<file path="src/rtl/vle_pkg.sv">
package vle_pkg;
    typedef enum logic [1:0] {
        ST_IDLE     = 2'd0,
        ST_LOAD     = 2'd1,
        ST_RUN      = 2'd2,
        ST_READBACK = 2'd3
    } vle_state_e;
endpackage

</file>
<file path="src/rtl/vle_word_buf.sv">
// Single-write, asynchronous-read word store used for playback and capture.
module vle_word_buf #(
    parameter int W     = 4,
    parameter int DEPTH = 256,
    localparam int AW   = $clog2(DEPTH)
) (
    input  logic          clk,
    input  logic          we,
    input  logic [AW-1:0] waddr,
    input  logic [W-1:0]  wdata,
    input  logic [AW-1:0] raddr,
    output logic [W-1:0]  rdata
);
    logic [W-1:0] mem [DEPTH];

    always_ff @(posedge clk) begin
        if (we) begin
            mem[waddr] <= wdata;
        end
    end

    assign rdata = mem[raddr];
endmodule

</file>
<file path="src/rtl/vle_seq.sv">
// Sequencer: state machine, word counters, transmit and readback registers.
module vle_seq
    import vle_pkg::*;
#(
    parameter int W     = 4,
    parameter int DEPTH = 256,
    parameter int LAT   = 16,
    localparam int AW   = $clog2(DEPTH),
    localparam int CW   = $clog2(DEPTH + 1),
    localparam int QW   = $clog2(LAT + 1)
) (
    input  logic          clk,
    input  logic          rst_n,
    input  logic          cfg_we,
    input  logic [CW-1:0] cfg_count,
    input  logic          wr_en,
    input  logic          start,
    input  logic          rx_present,
    input  logic          rd_strobe,
    input  logic [W-1:0]  ld_rdata,
    input  logic [W-1:0]  cap_rdata,
    output logic          ld_we,
    output logic [AW-1:0] ld_waddr,
    output logic [AW-1:0] ld_raddr,
    output logic          cap_we,
    output logic [AW-1:0] cap_waddr,
    output logic [AW-1:0] cap_raddr,
    output logic [W-1:0]  tx_word,
    output logic          tx_present,
    output logic          tx_trigger,
    output logic [W-1:0]  rd_word,
    output logic          rd_empty,
    output logic [1:0]    state_o,
    output logic          load_full,
    output logic          overflow,
    output logic [CW-1:0] cap_count
);
    localparam logic [CW-1:0] DEPTH_C    = CW'(DEPTH);
    localparam logic [QW-1:0] QUIET_LAST = QW'(LAT - 1);

    vle_state_e    state_q, state_d;
    logic [CW-1:0] count_q, wr_ptr_q, tx_idx_q, cap_q, rd_ptr_q;
    logic [QW-1:0] quiet_q;
    logic          ovf_q, txp_q, trg_q;
    logic [W-1:0]  txw_q, rdw_q;

    logic cfg_ok, full, tx_done, cap_room, rb_empty;
    logic configure, launch, drain_done, release_rb;

    assign cfg_ok   = cfg_we && (cfg_count != '0) && (cfg_count <= DEPTH_C);
    assign full     = (wr_ptr_q == count_q);
    assign tx_done  = (tx_idx_q == count_q);
    assign cap_room = (cap_q != DEPTH_C);
    assign rb_empty = (rd_ptr_q == cap_q);

    assign configure  = (state_q == ST_IDLE) && cfg_ok;
    assign launch     = (state_q == ST_LOAD) && start && full;
    assign drain_done = (state_q == ST_RUN) && tx_done && !rx_present
                        && (quiet_q == QUIET_LAST);
    assign release_rb = (state_q == ST_READBACK) && rd_strobe && rb_empty;

    // Next-state selection
    always_comb begin
        state_d = state_q;
        unique case (state_q)
            ST_IDLE:     if (configure)  state_d = ST_LOAD;
            ST_LOAD:     if (launch)     state_d = ST_RUN;
            ST_RUN:      if (drain_done) state_d = ST_READBACK;
            ST_READBACK: if (release_rb) state_d = ST_IDLE;
        endcase
    end

    // State register
    always_ff @(posedge clk) begin
        if (!rst_n) state_q <= ST_IDLE;
        else        state_q <= state_d;
    end

    // Load-side counters
    always_ff @(posedge clk) begin
        if (!rst_n) begin
            count_q  <= '0;
            wr_ptr_q <= '0;
            ovf_q    <= 1'b0;
        end else if (configure) begin
            count_q  <= cfg_count;
            wr_ptr_q <= '0;
            ovf_q    <= 1'b0;
        end else if (state_q == ST_LOAD && wr_en) begin
            if (!full) wr_ptr_q <= wr_ptr_q + 1'b1;
            else       ovf_q    <= 1'b1;
        end
    end

    // Playback, quiet window and capture counter
    always_ff @(posedge clk) begin
        if (!rst_n) begin
            tx_idx_q <= '0;
            quiet_q  <= '0;
            cap_q    <= '0;
            txw_q    <= '0;
            txp_q    <= 1'b0;
            trg_q    <= 1'b0;
        end else if (launch) begin
            tx_idx_q <= '0;
            quiet_q  <= '0;
            cap_q    <= '0;
            txp_q    <= 1'b0;
            trg_q    <= 1'b0;
        end else if (state_q == ST_RUN) begin
            if (!tx_done) begin
                txw_q    <= ld_rdata;
                txp_q    <= 1'b1;
                trg_q    <= (tx_idx_q == '0);
                tx_idx_q <= tx_idx_q + 1'b1;
            end else begin
                txp_q <= 1'b0;
                trg_q <= 1'b0;
            end
            if (tx_done && !rx_present) quiet_q <= quiet_q + 1'b1;
            else                        quiet_q <= '0;
            if (cap_we) cap_q <= cap_q + 1'b1;
        end else begin
            txp_q <= 1'b0;
            trg_q <= 1'b0;
        end
    end

    // Readback pointer and output word
    always_ff @(posedge clk) begin
        if (!rst_n) begin
            rd_ptr_q <= '0;
            rdw_q    <= '0;
        end else if (drain_done) begin
            rd_ptr_q <= '0;
        end else if (state_q == ST_READBACK && rd_strobe && !rb_empty) begin
            rdw_q    <= cap_rdata;
            rd_ptr_q <= rd_ptr_q + 1'b1;
        end
    end

    assign ld_we     = (state_q == ST_LOAD) && wr_en && !full;
    assign ld_waddr  = wr_ptr_q[AW-1:0];
    assign ld_raddr  = tx_idx_q[AW-1:0];
    assign cap_we    = (state_q == ST_RUN) && rx_present && cap_room;
    assign cap_waddr = cap_q[AW-1:0];
    assign cap_raddr = rd_ptr_q[AW-1:0];

    assign tx_word    = txw_q;
    assign tx_present = txp_q;
    assign tx_trigger = trg_q;
    assign rd_word    = rdw_q;
    assign rd_empty   = (state_q == ST_READBACK) && rb_empty;
    assign state_o    = state_q;
    assign load_full  = (state_q == ST_LOAD) && full;
    assign overflow   = ovf_q;
    assign cap_count  = cap_q;
endmodule

</file>
<file path="src/rtl/vec_loop_engine.sv">
module vec_loop_engine #(
    parameter int WORD_W   = 4,
    parameter int DEPTH    = 256,
    parameter int RET_WAIT = 16,
    localparam int AW      = $clog2(DEPTH),
    localparam int CNT_W   = $clog2(DEPTH + 1)
) (
    input  logic              clk,
    input  logic              rst_n,
    input  logic              cfg_we,
    input  logic [CNT_W-1:0]  cfg_count,
    input  logic              wr_en,
    input  logic [WORD_W-1:0] wr_word,
    input  logic              start,
    output logic [WORD_W-1:0] tx_word,
    output logic              tx_present,
    output logic              tx_trigger,
    input  logic [WORD_W-1:0] rx_word,
    input  logic              rx_present,
    input  logic              rd_strobe,
    output logic [WORD_W-1:0] rd_word,
    output logic              rd_empty,
    output logic [1:0]        state_o,
    output logic              load_full,
    output logic              overflow,
    output logic [CNT_W-1:0]  cap_count
);
    logic              ld_we, cap_we;
    logic [AW-1:0]     ld_waddr, ld_raddr, cap_waddr, cap_raddr;
    logic [WORD_W-1:0] ld_rdata, cap_rdata;

    vle_word_buf #(.W(WORD_W), .DEPTH(DEPTH)) u_play_buf (
        .clk   (clk),
        .we    (ld_we),
        .waddr (ld_waddr),
        .wdata (wr_word),
        .raddr (ld_raddr),
        .rdata (ld_rdata)
    );

    vle_word_buf #(.W(WORD_W), .DEPTH(DEPTH)) u_cap_buf (
        .clk   (clk),
        .we    (cap_we),
        .waddr (cap_waddr),
        .wdata (rx_word),
        .raddr (cap_raddr),
        .rdata (cap_rdata)
    );

    vle_seq #(.W(WORD_W), .DEPTH(DEPTH), .LAT(RET_WAIT)) u_seq (
        .clk        (clk),
        .rst_n      (rst_n),
        .cfg_we     (cfg_we),
        .cfg_count  (cfg_count),
        .wr_en      (wr_en),
        .start      (start),
        .rx_present (rx_present),
        .rd_strobe  (rd_strobe),
        .ld_rdata   (ld_rdata),
        .cap_rdata  (cap_rdata),
        .ld_we      (ld_we),
        .ld_waddr   (ld_waddr),
        .ld_raddr   (ld_raddr),
        .cap_we     (cap_we),
        .cap_waddr  (cap_waddr),
        .cap_raddr  (cap_raddr),
        .tx_word    (tx_word),
        .tx_present (tx_present),
        .tx_trigger (tx_trigger),
        .rd_word    (rd_word),
        .rd_empty   (rd_empty),
        .state_o    (state_o),
        .load_full  (load_full),
        .overflow   (overflow),
        .cap_count  (cap_count)
    );
endmodule

</file>
<file path="config.mk">
export PLATFORM = sky130hd
export DESIGN_NAME = vec_loop_engine
export DESIGN_NICKNAME = d
export VERILOG_FILES = /design/src/rtl/vle_pkg.sv /design/src/rtl/vle_word_buf.sv /design/src/rtl/vle_seq.sv /design/src/rtl/vec_loop_engine.sv
export SDC_FILE = /design/constraint.sdc
export NUM_CORES = 2
export LEC_CHECK = 0
export CAP_MARGIN = 20
export CORE_MARGIN = 8
export CORE_UTILIZATION = 55
export DETAILED_ROUTE_END_ITERATION = 12
export DONT_BUFFER_PORTS = 1
export PLACE_DENSITY = 0.7
export SKIP_CTS_REPAIR_TIMING = 1
export SLEW_MARGIN = 15
export SYNTH_ARGS = -nofsm -noshare
export SYNTH_HDL_FRONTEND = slang
export SYNTH_HIERARCHICAL = 1
export SYNTH_SLANG_ARGS = --single-unit
</file>
<file path="constraint.sdc">
create_clock -name clk -period 3.8 [get_ports clk]
set_input_delay 0.38 -clock clk [delete_from_list [all_inputs] [get_ports clk]]
set_output_delay 0.38 -clock clk [all_outputs]
set_load 0.02 [all_outputs]
</file>
==> key figures <==
Critical path
  • Reg2Reg Depth: 9
  • Origin of the critical flop-to-flop path: u_seq/rd_ptr_q[0]
  • CP Launch Type: flip-flop
  • Crit Reg-Reg Endpoint: u_seq/rd_word[3]
  • CP Max Fanout: 34
  • Req. time, crit path: 3420 ps
  • Setup crit end kind: primary output
  • Worst reg2reg setup slack: 180 ps
  • Critical path class: reg -> out
  • Worst EP arrival: 3240 ps

Layout
  • Area delta synth->final: 10.7%
  • Multi-input gate area: 0.0201 mm^2
  • # diodes: 0
  • Layout Cells excl Fill: 6,775
  • Register area: 0.0628 mm^2
  • Filler cells: 10,700
  • Final Util: 61.0%
  • NumNets Final: 4,603
  • Share of cells above drive strength 1: 20.6%

GRT
  • Global route overflow: 0
  • First-pass GRT wire length: 288,000 um
  • Total Routing Usage GR: 23.0%
  • Vias in the first global route: 43,600
  • Initial antenna violation count: 3
  • Largest net degree at the start of global routing: 257

Synthesis
  • Post-synth EDFFs: 2,048
  • Top FF cell, synth: edfxtp_1
  • Fraction of the yosys area taken by sequential cells: 74.2%
  • Most common cell in the netlist: edfxtp_1
  • Syn nets: 4,521
  • Ys async rst share: 0%
  • Synth Cell Area: 0.0846 mm^2
  • Post-synth top area share: 72.7%
  • Gate count after technology mapping: 4,484
  • Commonest cells post-synth: edfxtp_1, nor2_1, mux4_2
  • Top post-synthesis cells by area: edfxtp_1, mux4_2, nor2_1, mux2i_1, dfxtp_1
  • Netlist cell types: 59
  • Syn_area_per_cell: 18.9 um^2
  • YS warnings: 6
  • Flops & latches, synth: 2,111
  • Biggest area consumer among synthesized cells: edfxtp_1

Timing
  • RSZ-0062 raised after global routing: no
  • Worst clock skew: 38.6 ps
  • Tcrit/Tclk final: 95.3%
  • Total negative slack: 0 ps
  • Setup ws final: 178 ps
  • Hold Violations, Final: 0
  • Final min period: 3620 ps
  • WHS: 9.78 ps
  • Peak Freq: 0.276 GHz
  • Worst-Margin Slew: 1460 ps
  • Relative slew slack: 2.34%
  • Final Setup Violations: 0
  • Slew Viols, Final: 0

Worst hold path
  • Hold path cells: 5
  • Worst Hold End: u_seq/cap_count[1]
  • Hold Crit Class: in -> reg
  • Worst Min Path Start: rx_present

Clock tree
  • Skew-Pair Late Insertion Delay: 810 ps
  • Root buf cell: clkbuf_16
  • Sink Count: 2,111
  • CTS clk-pin slew, worst paths: 60 ps
  • Clock Path Buffers: 3
  • CTS Buf Count: 197
  • TritonCTS clock tree: yes
  • H-tree depth: 4

Die
  • Die area: 0.167 mm^2
  • Die Y: 408 um
  • I/O pin count: 48
  • Placeable Area: 0.154 mm^2
  • Row count: 144
  • Die Span X: 408 um
  • Initial Util: 55.1%

Job
  • Max Cap Viol: 0

Power and ir drop
  • Psw: 9.72 mW
  • Clock power share: 40.2%
  • Leak: 27.9 nW
  • Pwr Density: 502 mW/mm^2
  • Peak VDD IR: 448 uV
  • Internal Pwr Total: 37.3 mW
  • Combinational share of power: 5.1%
  • Switching Share: 20.7%
  • Seq pwr share: 54.6%

Placement
  • Inst Count DP: 6,381
  • Port Buffers: 0
  • GP Congestion: 0.816
  • Dpl hpwl: 116,000 um
  • Place WS: 280 ps

Detailed routing
  • Vias/cell: 6.33
  • Vias after detailed routing: 42,900
  • DR iter-0 viols: 4,719
  • WL/cell: 28.9 um
  • Wirelength, routed: 196,000 um
  • Post-route DRC: 0
  • TritonRoute pass-1 iters: 8
  • Final ANT Viol Nets: 0

Status
  • Outcome: finished clean
[cells in the final DEF (no fill, tap or decap), types with 42 or more instances in the layout]
master / Yosys / final
nor2_1: 602 / 602
nand4_1: 42 / 42
nand2_1: 137 / 137
buf_4: 54 / 131
a22oi_1: 64 / 64
mux2i_1: 151 / 151
mux4_2: 500 / 500
dfxtp_1: 63 / 53
nand3_1: 89 / 89
clkbuf_16: 0 / 200
nor2b_1: 67 / 67
edfxtp_1: 2048 / 2048
clkinv_1: 0 / 42
clkbuf_1: 143 / 52
[power by group through the flow]
stage / clock network [mW] / registers, mW / logic, mW
global route: 20.1 / 25.7 / 2.58
detailed placement: 0 / 26.2 / 2.00
floorplan: 0 / 26.1 / 1.60
finish: 18.9 / 25.7 / 2.40
CTS: 19.2 / 25.7 / 2.01
global placement: 0 / 26.2 / 2.00
[per-layer routing]
metal / share of wire [%] / up-vias / wire (um) / track usage, %
met5: 0.0066 / - / 13 / 0
met4: 3.7 / 2 / 7260 / 8.08
met3: 8.0 / 407 / 15800 / 4.51
met2: 51 / 1914 / 99000 / 38.6
met1: 38 / 22400 / 74000 / 30.4
li1: - / 18200 / - / -
[kinds of logic (layout without fill, tap and decap cells)]
logic type / count (synthesis) / count (layout) / synth area share [%]
AOI/OAI and AO/OA: 273 / 273 / 2.27
xor gates and xnor gates: 57 / 57 / 0.599
adders and majority gates: 13 / 13 / 0.192
buffers and inverters: 321 / 568 / 2.06
DFF: 2111 / 2111 / 74.2
muxes: 663 / 663 / 15.3
and+or+nand+nor: 1046 / 1046 / 5.43
[cell type report]
| cell class | instances | share of cell area, % |
|---|---|---|
| sequential | 2111 | 67.0 |
| tap | 2044 | 2.73 |
| multi-input combinational | 2052 | 21.5 |
| inverter | 21 | 0.0842 |
| clock inverter | 104 | 0.915 |
| timing repair buffer | 183 | 2.08 |
| clock buffer | 260 | 5.67 |
[how the worst max path moves through the flow]
| stage | from | to | slack, ps | cells after the start |
|---|---|---|---|---|
| 2_1_floorplan | u_seq/state_o[1] | u_cap_buf/mem[234][0] | 920 | 9 |
| 3_3_place_gp | u_seq/rd_ptr_q[0] | u_seq/rd_word[3] | 290 | 9 |
| 3_5_place_dp | u_seq/rd_ptr_q[0] | u_seq/rd_word[3] | 280 | 9 |
| 4_1_cts | u_seq/rd_ptr_q[1] | rd_empty | 130 | 5 |
| 5_1_grt | u_seq/rd_ptr_q[1] | rd_empty | 50 | 5 |
| 6_report | u_seq/rd_ptr_q[1] | rd_empty | 180 | 5 |
[stage by stage]
stage               power (mW)  cell area (um^2)
floorplan                 27.7             84600
global placement          28.1             87000
detailed placement        28.2             87000
CTS                       46.9             93100
global route              48.3             93700
finish                    47.0             93700
[sequential cells by signal, indices dropped and copies added, names as in the netlist]
| register | flops |
|---|---|
| u_seq/quiet_q | 5 |
| u_cap_buf/mem | 1024 |
| u_seq/tx_present | 1 |
| u_seq/tx_idx_q | 9 |
| u_seq/count_q | 9 |
| u_seq/overflow | 1 |
| u_play_buf/mem | 1024 |
| u_seq/cap_count | 9 |
| u_seq/state_o | 2 |
| u_seq/tx_word | 4 |
| u_seq/rd_word | 4 |
| u_seq/tx_trigger | 1 |
| u_seq/wr_ptr_q | 9 |
| u_seq/rd_ptr_q | 9 |
[worst max-delay path, cell delays in order (launching register included)]
cell and delay (ps):
dfxtp_4 750, buf_4 500, xnor2_1 170, o221ai_1 150
nor4_1 520, and2_1 330
(Power assumes the default switching activity.)
